[src/rtl/walk_perm_accum.sv]
module walk_perm_accum #(
  parameter int VA_W = 16,
  localparam int TSZ_W = $clog2(VA_W + 1)
) (
  input  logic             clk,
  input  logic             rst_n,
  input  logic             start,
  input  logic [1:0]       regime,
  input  logic             upper,
  input  logic             host_ext,
  input  logic             dis0,
  input  logic             dis1,
  input  logic             dis_single,
  input  logic             walk_off0,
  input  logic             walk_off1,
  input  logic [TSZ_W-1:0] tsz,
  input  logic [VA_W-1:0]  vaddr,
  input  logic             secure_in,
  input  logic             desc_valid,
  input  logic             desc_is_table,
  input  logic             d_rw,
  input  logic             d_user,
  input  logic             d_xn,
  input  logic             d_pxn,
  input  logic             d_secure,
  output logic             busy,
  output logic             done,
  output logic             fault,
  output logic             rw_ok,
  output logic             user_ok,
  output logic             xn,
  output logic             pxn,
  output logic             secure,
  output logic             hpd_eff,
  output logic [15:0]      feat_id
);

  localparam logic [1:0] RG_LOW = 2'd0;
  localparam logic [1:0] RG_HYP = 2'd1;
  localparam logic [1:0] RG_TOP = 2'd2;

  logic [VA_W-1:0] hi_mask;
  logic            range_bad;
  logic            hpd_sel;
  logic            fault_sel;

  always_comb begin
    for (int i = 0; i < VA_W; i++)
      hi_mask[i] = (i >= int'(tsz));
  end

  assign range_bad = upper ? ((vaddr & hi_mask) != hi_mask)
                           : ((vaddr & hi_mask) != '0);

  always_comb begin
    case (regime)
      RG_LOW:  hpd_sel = upper ? dis1 : dis0;
      RG_HYP:  hpd_sel = upper ? dis1 : (host_ext ? dis0 : dis_single);
      RG_TOP:  hpd_sel = dis_single;
      default: hpd_sel = 1'b0;
    endcase
  end

  assign fault_sel = range_bad
                   | (upper ? walk_off1 : walk_off0)
                   | (regime == RG_HYP && upper && !host_ext)
                   | (regime == RG_TOP && upper)
                   | (regime == 2'd3);

  always_ff @(posedge clk) begin
    if (!rst_n) begin
      busy    <= 1'b0;
      done    <= 1'b0;
      fault   <= 1'b0;
      rw_ok   <= 1'b1;
      user_ok <= 1'b1;
      xn      <= 1'b0;
      pxn     <= 1'b0;
      secure  <= 1'b0;
      hpd_eff <= 1'b0;
    end else begin
      done <= 1'b0;
      if (start) begin
        hpd_eff <= hpd_sel;
        fault   <= fault_sel;
        busy    <= !fault_sel;
        done    <= fault_sel;
        rw_ok   <= 1'b1;
        user_ok <= 1'b1;
        xn      <= 1'b0;
        pxn     <= 1'b0;
        secure  <= secure_in;
      end else if (busy && desc_valid) begin
        if (desc_is_table) begin
          rw_ok   <= rw_ok   & (d_rw   | hpd_eff);
          user_ok <= user_ok & (d_user | hpd_eff);
          xn      <= xn      | (d_xn   & ~hpd_eff);
          pxn     <= pxn     | (d_pxn  & ~hpd_eff);
          secure  <= secure  & d_secure;
        end else begin
          busy <= 1'b0;
          done <= 1'b1;
        end
      end
    end
  end

  assign feat_id = 16'h1000;

endmodule

[config.mk]
export PLATFORM = sky130hd
export DESIGN_NAME = walk_perm_accum
export DESIGN_NICKNAME = d
export VERILOG_FILES = /design/src/rtl/walk_perm_accum.sv
export SDC_FILE = /design/constraint.sdc
export NUM_CORES = 1
export LEC_CHECK = 0
export BUFFER_PORTS_ARGS = -buffer_cell sky130_fd_sc_hd__buf_2
export CORE_UTILIZATION = 37
export DETAILED_ROUTE_END_ITERATION = 6
export HOLD_SLACK_MARGIN = 0.06
export PLACE_DENSITY = 0.82
export SLEW_MARGIN = 20
export SYNTH_ARGS = -nofsm -noshare
export SYNTH_HDL_FRONTEND = slang
export SYNTH_SLANG_ARGS = --single-unit
[constraint.sdc]
create_clock -name clk -period 1.3 [get_ports clk]
set_input_delay 0.065 -clock clk [delete_from_list [all_inputs] [get_ports clk]]
set_output_delay 0.065 -clock clk [all_outputs]
set_load 0.03 [all_outputs]
==> impl_results.md <==
- Synth Area per Inst: about 7.6 um^2
- Cell leakage power: 0.615 nW
- Rows: 17
- Post-DP HPWL: 1980 um
- Vias: 1,093
- CP startpoint kind: input pin
- Share of cells above drive strength 1: between 40% and 50%
- Synth Register Bits: 9
- Area share of fa/ha/maj cells after synthesis: 1.20%
- Max Cap Viol: 0
- DRC violations left: 0
- Syn Inst Count: 123
- Routed vias/inst: 5.08
- Tot GR Track Use: 18.3%
- Int Pwr: ~540 uW
- Syn. warnings: 0
- CTS H-Tree Depth: 1
- Fmax: 847 MHz
- Slowest cell on crit path: o311a_1
- Post-synth top area share: 19.3%
- Ys flop type: dfxtp_1
- Synthesized area: 935 um^2
- Initial Utilization: 40.7%
- Multiplexer share of the synthesized area: 0%
- Final hold viol count: 0
- Cts bufs inserted: 3
- Die height: roughly 52 um
- Total gr overflow: 0
- Routability congestion estimate from global placement: 0.921
- Antenna diodes: 0
- Crit path cell chain: buf_2, inv_1, a21boi_0, o31ai_1, a21oi_1, o21a_1, o311a_1
- Seq pwr share: between 30 and 40%
- IO Pins: 66
- Number of global-route vias before repair: around 910
- Width of the die: around 52 um
- Largest net degree at the start of global routing: 15
- Clk Latency, worst-skew pair: 0.26 ns
- Clock transition at path regs: ~0.06 ns
- Area leader, netlist: dfxtp_1
- Final Util: 55.6%
- Place WS: -0.163 ns
- Tmin final: 1.18 ns
- Final period util: approximately 90%
- Status: finished clean
- First DRT Iteration DRCs: 28
- Post-synth ARST share: 0%
- Synth Area in Compound Gates: 38.2%
- Worst-path fanout max: 6
- Switching pwr: 319 uW
- Fin. max-slew vios: 0
- First-pass GRT wire length: 3740 um
- Post-DRT Antenna Nets: 0
- WL per Instance: ~11 um
- Worst Path Required: 1.45 ns
- Synth-to-layout area growth: 36.5%
- Post-synth cell types: 42
- Most common cell after layout, fill and taps aside: buf_2
- CTS root buf: clkbuf_4
- Worst Skew: 0.00105 ns
- CTS tree: built
- CTS max path bufs: 2
- Comb power frac: 41.1%
- Switching share of total power: approximately 37%
- Initial antenna violation count: 0
- CP Class: input pin to flip-flop
- VDD IR-drop max: a little over 0.4 mV
- Register area share after synthesis: 19.3%
- Port Buf Inserts: 49
- Most frequent cells in the layout: 48 x buf_2, 16 x conb_1, 14 x buf_4, 12 x nand2_1, 9 x dfxtp_1
- Unrepaired setup endpoints after global routing: no
- Worst setup EP type: flip-flop
- Power Density: 676 mW/mm^2
- Core area: 0.00230 mm^2
- Worst Hold Class: input pin to flip-flop
- Die area: 0.00273 mm^2
- Synth Area in Simple Gates: 19.7%
- WP data arrival: between 1 and 1.5 ns
- WL final: roughly 2500 um
- Pre-antenna DRT Iters: 4
- Endpoints failing setup: 0
- Clk sink count: 9
- Slowest Stage Delay on Critical Path: 0.32 ns
- Main combinational cell family by area after synthesis: compound AO/OA/AOI/OAI gates
- Clock power share: 25.0%
- Area contributors post-synth: dfxtp_1 19%, buf_4 14%, buf_6 4.8%, nand2_1 4.8%, o31ai_1 4.0%
- Nets: 229
- Final Worst Setup Slack: 0.120 ns
- Synth Area in XOR/XNOR: 0%
- EDFF count, synth: 0
## cells by family after synthesis
group           Yosys count
other cells               2
simple gates             36
buf+inv                  27
flops                     9
compound gates           48
fa+ha+maj                 1
## repair_timing
action / in CTS / in global routing
hold endpoints to repair: 4 / 0
endpoints found under the setup margin: 0 / 1
setup buffers: 0 / 0
resized for setup: 0 / 1
hold buffers: 4 / 0
## cell type report
| cell class | count | area, um^2 |
|---|---|---|
| fill | 223 | 1020 |
| multi-input combinational | 101 | 618 |
| timing repair buffer | 67 | 393 |
| sequential | 9 | 180 |
| tap | 28 | 35.0 |
| clock buffer | 3 | 22.5 |
| inverter | 6 | 22.5 |
| clock inverter | 1 | 5.00 |
## metrics by stage
| stage | hold slack, ns | power, mW | cell area (um^2) | TNS [ns] | cells |
|---|---|---|---|---|---|
| 4_1_cts | 0.0673 | 0.869 | 1270 | 0 | 215 |
| 3_5_place_dp | 0.298 | 0.641 | 1210 | -0.406 | 207 |
| 3_3_place_gp | 0.294 | 0.639 | 1210 | -0.351 | 207 |
| 5_1_grt | 0.0733 | 0.920 | 1280 | 0 | 215 |
| 6_report | 0.0718 | 0.863 | 1280 | 0 | 215 |
| 2_1_floorplan | 0.167 | 0.547 | 997 | -0.0189 | 137 |
## registers in the layout, summed over array words and instances, names as in the netlist
signal   flops
xn           1
pxn          1
rw_ok        1
user_ok      1
secure       1
busy         1
hpd_eff      1
done         1
fault        1
## power by group through the flow
stage	clock network [mW]	registers, mW	logic, mW
floorplan	0	0.320	0.227
global placement	0	0.298	0.341
global route	0.240	0.293	0.388
CTS	0.224	0.292	0.353
finish	0.216	0.292	0.355
detailed placement	0	0.298	0.343
## critical path, delay by kind of cell
kind,cells,cell delay (ns)
AO/OA/AOI/OAI,5,1.00
buffers and inverters,2,0.25
## Yosys cell counts, drive strengths merged (3+ instances only)
cell type	count
a21boi	3
inv	6
nor2	9
dfxtp	9
a21oi	6
o31ai	5
nand3	4
buf	21
o21ai	8
nand2	12
o211ai	4
## routing by layer
metal	up-vias	part of all wire (%)	track usage, %
met1	475	44	22.8
met4	0	0.81	7.89
li1	552	-	-
met2	64	45	31.4
met3	2	9.4	2.03
met5	-	0	0
## path summary, 6_finish.rpt
kind                                        endpoint               start  cells past startpoint  slack (ns)
worst min-delay path             secure$_SDFFE_PN0P_           secure_in                      3        0.07
worst max-delay path               busy$_SDFFE_PN0P_              tsz[2]                      7        0.12
worst max register to register  user_ok$_SDFFE_PP1P_   busy$_SDFFE_PN0P_                      4        0.21
worst min register to register    rw_ok$_SDFFE_PP1P_  rw_ok$_SDFFE_PP1P_                      2        0.46
(Power assumes the default switching activity.)
